## src/rtl/bpw_pkg.sv

```systemverilog
package bpw_pkg;

  typedef enum logic {
    ST_IDLE = 1'b0,
    ST_RUN  = 1'b1
  } bpw_state_t;

  // number of bus words needed for a run of values (round up)
  function automatic int unsigned word_count(int unsigned vals, int unsigned lanes);
    return (vals + lanes - 1) / lanes;
  endfunction

  // number of values carried by the final bus word (1..lanes)
  function automatic int unsigned tail_fill(int unsigned vals, int unsigned lanes);
    return ((vals % lanes) == 0) ? lanes : (vals % lanes);
  endfunction

endpackage

```

## src/rtl/bpw_seq.sv

```systemverilog
module bpw_seq import bpw_pkg::*; #(
  parameter int ADDR_W = 16,
  parameter int CNT_W  = 12,
  parameter int LANES  = 4,
  parameter int NV_W   = 3
) (
  input  logic              clk,
  input  logic              rst_n,
  input  logic              start,
  input  logic [ADDR_W-1:0] start_addr,
  input  logic [CNT_W-1:0]  val_count,
  input  logic              load,
  input  logic              accept,
  output logic              busy,
  output logic              done,
  output logic [ADDR_W-1:0] addr_q,
  output logic [CNT_W-1:0]  words_q,
  output logic              more_to_load,
  output logic [NV_W-1:0]   word_vals,
  output logic              final_accept
);

  bpw_state_t       state_q;
  logic [NV_W-1:0]  tail_q;
  logic [CNT_W-1:0] loaded_q;
  logic [CNT_W-1:0] acked_q;
  logic             done_q;
  logic             start_ok;
  logic             last_load;

  assign start_ok     = start && (state_q == ST_IDLE);
  assign busy         = (state_q == ST_RUN);
  assign more_to_load = busy && (loaded_q != words_q);
  assign last_load    = (loaded_q == words_q - CNT_W'(1));
  assign word_vals    = last_load ? tail_q : NV_W'(LANES);
  assign final_accept = accept && (acked_q == words_q - CNT_W'(1));
  assign done         = done_q;

  always_ff @(posedge clk or negedge rst_n) begin
    if (!rst_n) begin
      state_q  <= ST_IDLE;
      addr_q   <= '0;
      words_q  <= '0;
      tail_q   <= '0;
      loaded_q <= '0;
      acked_q  <= '0;
      done_q   <= 1'b0;
    end else begin
      done_q <= 1'b0;
      if (start_ok) begin
        addr_q   <= start_addr;
        words_q  <= CNT_W'(word_count(32'(val_count), LANES));
        tail_q   <= NV_W'(tail_fill(32'(val_count), LANES));
        loaded_q <= '0;
        acked_q  <= '0;
        if (val_count == '0) begin
          done_q <= 1'b1;
        end else begin
          state_q <= ST_RUN;
        end
      end else if (busy) begin
        if (load) begin
          loaded_q <= loaded_q + CNT_W'(1);
        end
        if (final_accept) begin
          state_q <= ST_IDLE;
          done_q  <= 1'b1;
        end else if (accept) begin
          acked_q <= acked_q + CNT_W'(1);
        end
      end
    end
  end

endmodule

```

## src/rtl/bpw_lane_pack.sv

```systemverilog
module bpw_lane_pack #(
  parameter int VAL_W = 8,
  parameter int LANES = 4,
  parameter int NV_W  = 3
) (
  input  logic [LANES*VAL_W-1:0]     vals,
  input  logic [NV_W-1:0]            n_vals,
  output logic [LANES*VAL_W-1:0]     word,
  output logic [LANES*VAL_W/8-1:0]   byteen
);

  localparam int BPV = VAL_W / 8;

  for (genvar l = 0; l < LANES; l++) begin : g_lane
    localparam logic [NV_W-1:0] LIDX = NV_W'(l);
    logic lane_on;
    assign lane_on = (LIDX < n_vals);
    assign word[l*VAL_W +: VAL_W] = lane_on ? vals[l*VAL_W +: VAL_W] : '0;
    assign byteen[l*BPV +: BPV]   = {BPV{lane_on}};
  end

endmodule

```

## src/rtl/burst_pack_writer.sv

```systemverilog
module burst_pack_writer #(
  parameter int VAL_W  = 8,
  parameter int BUS_W  = 32,
  parameter int ADDR_W = 16,
  parameter int CNT_W  = 12
) (
  input  logic                 clk,
  input  logic                 rst_n,
  input  logic                 start,
  input  logic [ADDR_W-1:0]    start_addr,
  input  logic [CNT_W-1:0]     val_count,
  input  logic                 in_valid,
  input  logic [BUS_W-1:0]     in_vals,
  output logic                 in_ready,
  output logic                 busy,
  output logic                 done,
  output logic                 mem_write,
  output logic [ADDR_W-1:0]    mem_address,
  output logic [CNT_W-1:0]     mem_burstcount,
  output logic [BUS_W-1:0]     mem_wdata,
  output logic [BUS_W/8-1:0]   mem_byteen,
  input  logic                 mem_waitreq
);

  localparam int LANES = BUS_W / VAL_W;
  localparam int BE_W  = BUS_W / 8;
  localparam int NV_W  = $clog2(LANES + 1);

  // named internal events
  logic              accept;
  logic              load;
  logic              final_accept;
  logic              more_to_load;
  logic [NV_W-1:0]   word_vals;
  logic [ADDR_W-1:0] addr_q;
  logic [CNT_W-1:0]  words_q;
  logic [BUS_W-1:0]  pk_data;
  logic [BE_W-1:0]   pk_be;

  logic              wvalid_q;
  logic [BUS_W-1:0]  wdata_q;
  logic [BE_W-1:0]   wbe_q;

  assign accept   = wvalid_q && !mem_waitreq;
  assign in_ready = more_to_load && (!wvalid_q || !mem_waitreq);
  assign load     = in_valid && in_ready;

  bpw_seq #(
    .ADDR_W (ADDR_W),
    .CNT_W  (CNT_W),
    .LANES  (LANES),
    .NV_W   (NV_W)
  ) u_seq (
    .clk          (clk),
    .rst_n        (rst_n),
    .start        (start),
    .start_addr   (start_addr),
    .val_count    (val_count),
    .load         (load),
    .accept       (accept),
    .busy         (busy),
    .done         (done),
    .addr_q       (addr_q),
    .words_q      (words_q),
    .more_to_load (more_to_load),
    .word_vals    (word_vals),
    .final_accept (final_accept)
  );

  bpw_lane_pack #(
    .VAL_W (VAL_W),
    .LANES (LANES),
    .NV_W  (NV_W)
  ) u_pack (
    .vals   (in_vals),
    .n_vals (word_vals),
    .word   (pk_data),
    .byteen (pk_be)
  );

  always_ff @(posedge clk or negedge rst_n) begin
    if (!rst_n) begin
      wvalid_q <= 1'b0;
      wdata_q  <= '0;
      wbe_q    <= '0;
    end else if (load) begin
      wvalid_q <= 1'b1;
      wdata_q  <= pk_data;
      wbe_q    <= pk_be;
    end else if (accept) begin
      wvalid_q <= 1'b0;
    end
  end

  assign mem_write      = wvalid_q;
  assign mem_address    = addr_q;
  assign mem_burstcount = words_q;
  assign mem_wdata      = wdata_q;
  assign mem_byteen     = wbe_q;

endmodule

```

## config.mk

```make
export PLATFORM = sky130hd
export DESIGN_NAME = burst_pack_writer
export DESIGN_NICKNAME = d
export VERILOG_FILES = /design/src/rtl/bpw_pkg.sv /design/src/rtl/bpw_seq.sv /design/src/rtl/bpw_lane_pack.sv /design/src/rtl/burst_pack_writer.sv
export SDC_FILE = /design/constraint.sdc
export NUM_CORES = 1
export LEC_CHECK = 0
export ABC_AREA = 1
export BUFFER_PORTS_ARGS = -buffer_cell sky130_fd_sc_hd__buf_2
export CAP_MARGIN = 20
export CORE_ASPECT_RATIO = 0.9
export CORE_MARGIN = 5
export CORE_UTILIZATION = 45
export CTS_BUF_LIST = sky130_fd_sc_hd__clkbuf_8 sky130_fd_sc_hd__clkbuf_16
export DETAILED_ROUTE_END_ITERATION = 6
export PLACE_DENSITY = 0.69
export SYNTH_ARGS = -nofsm -noshare
export SYNTH_HDL_FRONTEND = slang
export SYNTH_SLANG_ARGS = --single-unit
```

## constraint.sdc

```tcl
create_clock -name clk -period 2.9 [get_ports clk]
set_clock_uncertainty 0.1 [all_clocks]
set_input_delay 0.435 -clock clk [delete_from_list [all_inputs] [get_ports clk]]
set_output_delay 0.435 -clock clk [all_outputs]
set_load 0.02 [all_outputs]
```

; ---- Word-level counts from Yosys, hierarchy flattened
; Index checks and enable logic that the tools add are counted.
[op_classes]
eq_ne = 5
magnitude_cmp = 4
mux = 23
addsub = 5
n_reduce_logical = 17
bitwise_logic = 1
[op_table]
columns = cell, n
row1 = $mux 12, 7
row2 = $logic_not 32->1, 1
row3 = $mux 8, 4
row4 = $add 12x1->12 const B, 2
row5 = $eq 12x12->1, 2
row6 = $sub 14x1->14 const B, 1
row7 = $add 12x3->13 const B, 1
row8 = $logic_not 12->1, 1
row9 = $ne 12x12->1, 1
row10 = $sub 12x1->12 const B, 1
row11 = $mux 1, 10
row12 = $reduce_bool 2->1, 4
row13 = $logic_and 1x1->1, 6
row14 = $lt 1x3->1 const A, 2
row15 = $lt 2x3->1 const A, 2
row16 = $mux 3, 2
row17 = $reduce_and 3->1, 1
row18 = $logic_not 1->1, 2
row19 = $ne 2x1->1 const B, 1
row20 = $ne 2x2->1 const B, 1
row21 = $reduce_and 2->1, 1
row22 = $logic_or 1x1->1, 1
row23 = $not 1->1, 1
[totals]
register_bits = 94
output_inout_bits = 68
inputBits = 65
word_cells = 65

; ---- Logic depth before layout (Yosys ltp)
[logic_depth]
word_depth = 7
depth_mapped = 16
mapped_depth_nobuf = 16

; ---- Modules after synthesis
; From an unflattened synthesis, not the netlist that was laid out.
[unflattened]
hier_cells = 776
area_unflattened_um2 = 5686.7
[modules_own_cells]
columns = mod, instances, area_per_inst_um2, cells_per_inst
row1 = bpw_seq, 1, 3709.8, 539
row2 = burst_pack_writer, 1, 1574.0, 168
row3 = bpw_lane_pack, 1, 402.9, 69

; ---- Worst setup path before layout
; OpenSTA, ideal clock, no wires.
[synth_path]
path_type = register -> register
start = reg u_seq.words_q[0]
end = reg wdata_q[0] (netlist: mem_wdata[0])
n_path_buf = 0
period_less_slack_ns = 2.160
t_required_ns = 2.684
stages_incl_launch_ff = 16
setup_slack_ns = 0.740
setup_time_ns = 0.116
arrival_ns = 1.943
cell_sequence = dfrtp_1 -> inv_2 -> ha_1 -> nand2_2 -> nor2_1 -> nand2_1 -> nand2_1 -> inv_1 -> nor2_2 -> nand2_2 -> nor2_4 -> nand3_4 -> nand2_8 -> nand3_4 -> nand2_1 -> nand2_1
[synth_between]
elab_chain_cells = 5
word_cells_on_any_way = 9
[synth_lines]
columns = item, line_no
row1 = "start, declared", bpw_seq.sv:17  ; output logic [CNT_W-1:0] words_q,
row2 = "start signal, assigned", bpw_seq.sv:52  ; words_q <= CNT_W'(word_count(32'(val_count), LANES));
row3 = $sub 12x1->12, bpw_seq.sv:34  ; assign last_load = (loaded_q == words_q - CNT_W'(1));
row4 = $eq 12x12->1, bpw_seq.sv:34
row5 = $mux 3, bpw_seq.sv:35  ; assign word_vals = last_load ? tail_q : NV_W'(LANES);
row6 = $lt 1x3->1, bpw_lane_pack.sv:17  ; assign lane_on = (LIDX < n_vals);
row7 = $mux 8, bpw_lane_pack.sv:18  ; assign word[l*VAL_W +: VAL_W] = lane_on ? vals[l*VAL_W +: VAL_W] : '0;
row8 = "end signal, assigned", burst_pack_writer.sv:88  ; wdata_q <= pk_data;
row9 = "end, declared", burst_pack_writer.sv:41  ; logic [BUS_W-1:0] wdata_q;
; Several ways; a longest one is shown, not always the timed one.
; A chain may end at the register's enable or synchronous reset.

; ---- Worst setup path after layout
[layout_path]
start = reg u_seq.words_q[0]
end = reg wdata_q[3] (netlist: mem_wdata[3])
; Same word-level chain as after synthesis.

==> results.ini <==
[clock_tree]
clk_path_buf_depth=2
clock_latency_ns=0.35
cts_root_buf=clkbuf_16
clk_pin_slew_ns=0.08
cts_tree=yes
cts_max_level=3
cts_hold_buf=1
numCtsBuffers=9
clock_sinks=94
postCtsSetupRepairBufs=0
ctsResizeCount=0

[sta]
fin_ws_ns=0.419
fmaxAchievable_mhz=403
maxSlewViolCount=0
period_share_pct=85.5
rsz0062_at_grt=false
worst_pin_slew_ns=0.542
maxSlewHeadroom_pct=63.9
setup_tns_ns=0
fin_crit_ns=2.48
hold_viol=0
setup_viol=0

[routing]
vias=4948
first_pass_iters=5
drt_wl_total_um=13900
drt_iter0_drc=318
ant_nets=0
vias_per_cell=4.80
wl_per_cell_um=13.5
drc=0

[yosys]
synthTopCellsByCount=272 x nand2_1, 94 x dfrtp_1, 63 x nand3_1, 60 x nor2_1, 58 x inv_1
yosysMostFrequentCell=nand2_1
ys_warn_count=0
synth-edff-count=0
syn_area_um2=5500
synth_top_area_share_pct=42.7
avgSynthCellArea_um2=7.49
synthCells=735
syn-num-nets=805
seq_area_frac_synth_pct=42.7
synth_ff_type=dfrtp_1
synth.largest_area_cell=dfrtp_1
async_flop_share_pct=100
synthTopCellsByArea=dfrtp_1 43%, nand2_1 19%, nand3_1 5.7%
synth-seq-cells=94
yosysUniqueCellTypes=38

[worst_setup_path]
r2r_setup_slack_ns=0.42
crit_fanout=9
startpoint_type=flop
crit_path_end_kind=flop
rr_worst_depth=15
required_ns=3.05
worstPathArrival_ns=2.63
path_class=flop to flop

[place]
dp_hpwl_um=10500
place.gp.congestion=0.945
placed_cell_area_um2=6320
dp_slack_ns=0.448
io_buffers=132

[floorplanning]
die_x_um=127
dieArea_um2=14500
start_util_pct=45.8
pin_count=133
coreArea_um2=12000
dieHeight_um=115
fp-row-count=38

[global_route]
grt_pass1_vias=4721
grt_pass1_wl_um=23400
antenna_found_initial=0
grt_overflow=0
grt_max_degree=55
grt_usage_pct=19.7

[pwr]
power_density_nw_per_um2=760
p_leak_nw=3.57
p_total_mw=5.03
peakVddDrop_uv=450

[cells_and_area]
final_util_pct=55.1
syn_to_final_growth_pct=20.3
finalNetCount=935
fin_area_um2=6620
layout-drive-gt1-share_pct=23.3
n_antenna_cell=0

[min_path]
hp-class=input port to flop
min_path_cells=3

[outcome]
outcome=finished, final reports clean

[job]
cap_viol_max_count=0

[layout make-up]
class                   instances  area [µm²]
clock inverters                 7        72.6
flip-flops and latches         94        2350
fillers                      1165        5410
inverters                      65         244
repair buffers                141         746
well taps                     160         200
multi-input cells             554        2780
clock buffers                   9         225
[kinds of logic after synthesis]
kind of cell | count (synthesis) | synth area share (%)
AO/OA/AOI/OAI | 36 | 3.55
XOR/XNOR | 45 | 7.16
adder cells (fa/ha/maj) | 5 | 1.14
buffers and inverters | 87 | 6.82
flip-flops | 94 | 42.7
AND/OR/NAND/NOR | 468 | 38.6
[worst paths after layout]
kind                                                   start                            end
min in group asynchronous                              rst_n    u_seq.addr_q[4]$_DFFE_PN0P_
worst min-delay path                             in_vals[15]      mem_wdata[15]$_DFFE_PN0P_
worst max register to register  u_seq.words_q[0]$_DFFE_PN0P_       mem_wdata[3]$_DFFE_PN0P_
worst max-delay path            u_seq.words_q[0]$_DFFE_PN0P_       mem_wdata[3]$_DFFE_PN0P_
max in group asynchronous                              rst_n  u_seq.loaded_q[9]$_DFFE_PN0P_
worst min register to register   u_seq.addr_q[4]$_DFFE_PN0P_    u_seq.addr_q[4]$_DFFE_PN0P_
[sequential cells by signal, summed over array words and instances, names as in the netlist]
signal          flops
mem_byteen          4
mem_wdata          32
mem_write           1
u_seq.acked_q      12
u_seq.addr_q       16
u_seq.busy          1
u_seq.done          1
u_seq.loaded_q     12
u_seq.tail_q        3
u_seq.words_q      12
[critical path: stages (launching register included)]
cell     delay (ns)
dfrtp_1        0.46
inv_2          0.14
ha_1           0.29
nand2_2        0.09
nor2_1         0.20
nand2_1        0.12
nand2_1        0.08
inv_1          0.04
nor2_2         0.11
nand2_2        0.07
nor2_4         0.12
nand3_4        0.15
nand2_8        0.14
nand3_4        0.12
nand2_1        0.09
nand2_1        0.05
[per-layer routing]
metal	GRT usage (%)	wire length (µm)	vias up
li1	-	-	2570
met1	28.0	6590	2234
met2	30.5	6360	125
met3	3.76	651	19
met4	6.36	274	0
met5	0	0	-
[power breakdown]
| group | internal (mW) | switching, mW |
|---|---|---|
| sequential | 1.62 | 0.408 |
| combinational | 0.694 | 1.13 |
| clock | 0.609 | 0.570 |
| total | 2.93 | 2.11 |
[metrics by stage]
step	std cells	hold WS (ns)
2_1_floorplan	735	0.0394
3_3_place_gp	1013	0.350
3_5_place_dp	1013	0.353
4_1_cts	1030	0.165
5_1_grt	1030	0.161
6_report	1030	0.174
[cells in the final DEF, fill, tap and decap left out, types with 10 or more instances in the layout]
master | Yosys | final
buf_2 | 6 | 131
dfrtp_1 | 94 | 94
inv_1 | 58 | 58
nand2_1 | 272 | 272
nand2_2 | 17 | 17
nand3_1 | 63 | 63
nand4_1 | 15 | 15
nor2_1 | 60 | 59
nor3_1 | 10 | 10
o21ai_0 | 22 | 22
xnor2_1 | 20 | 20
xor2_1 | 25 | 25
Power figures use the tool's default switching activity.
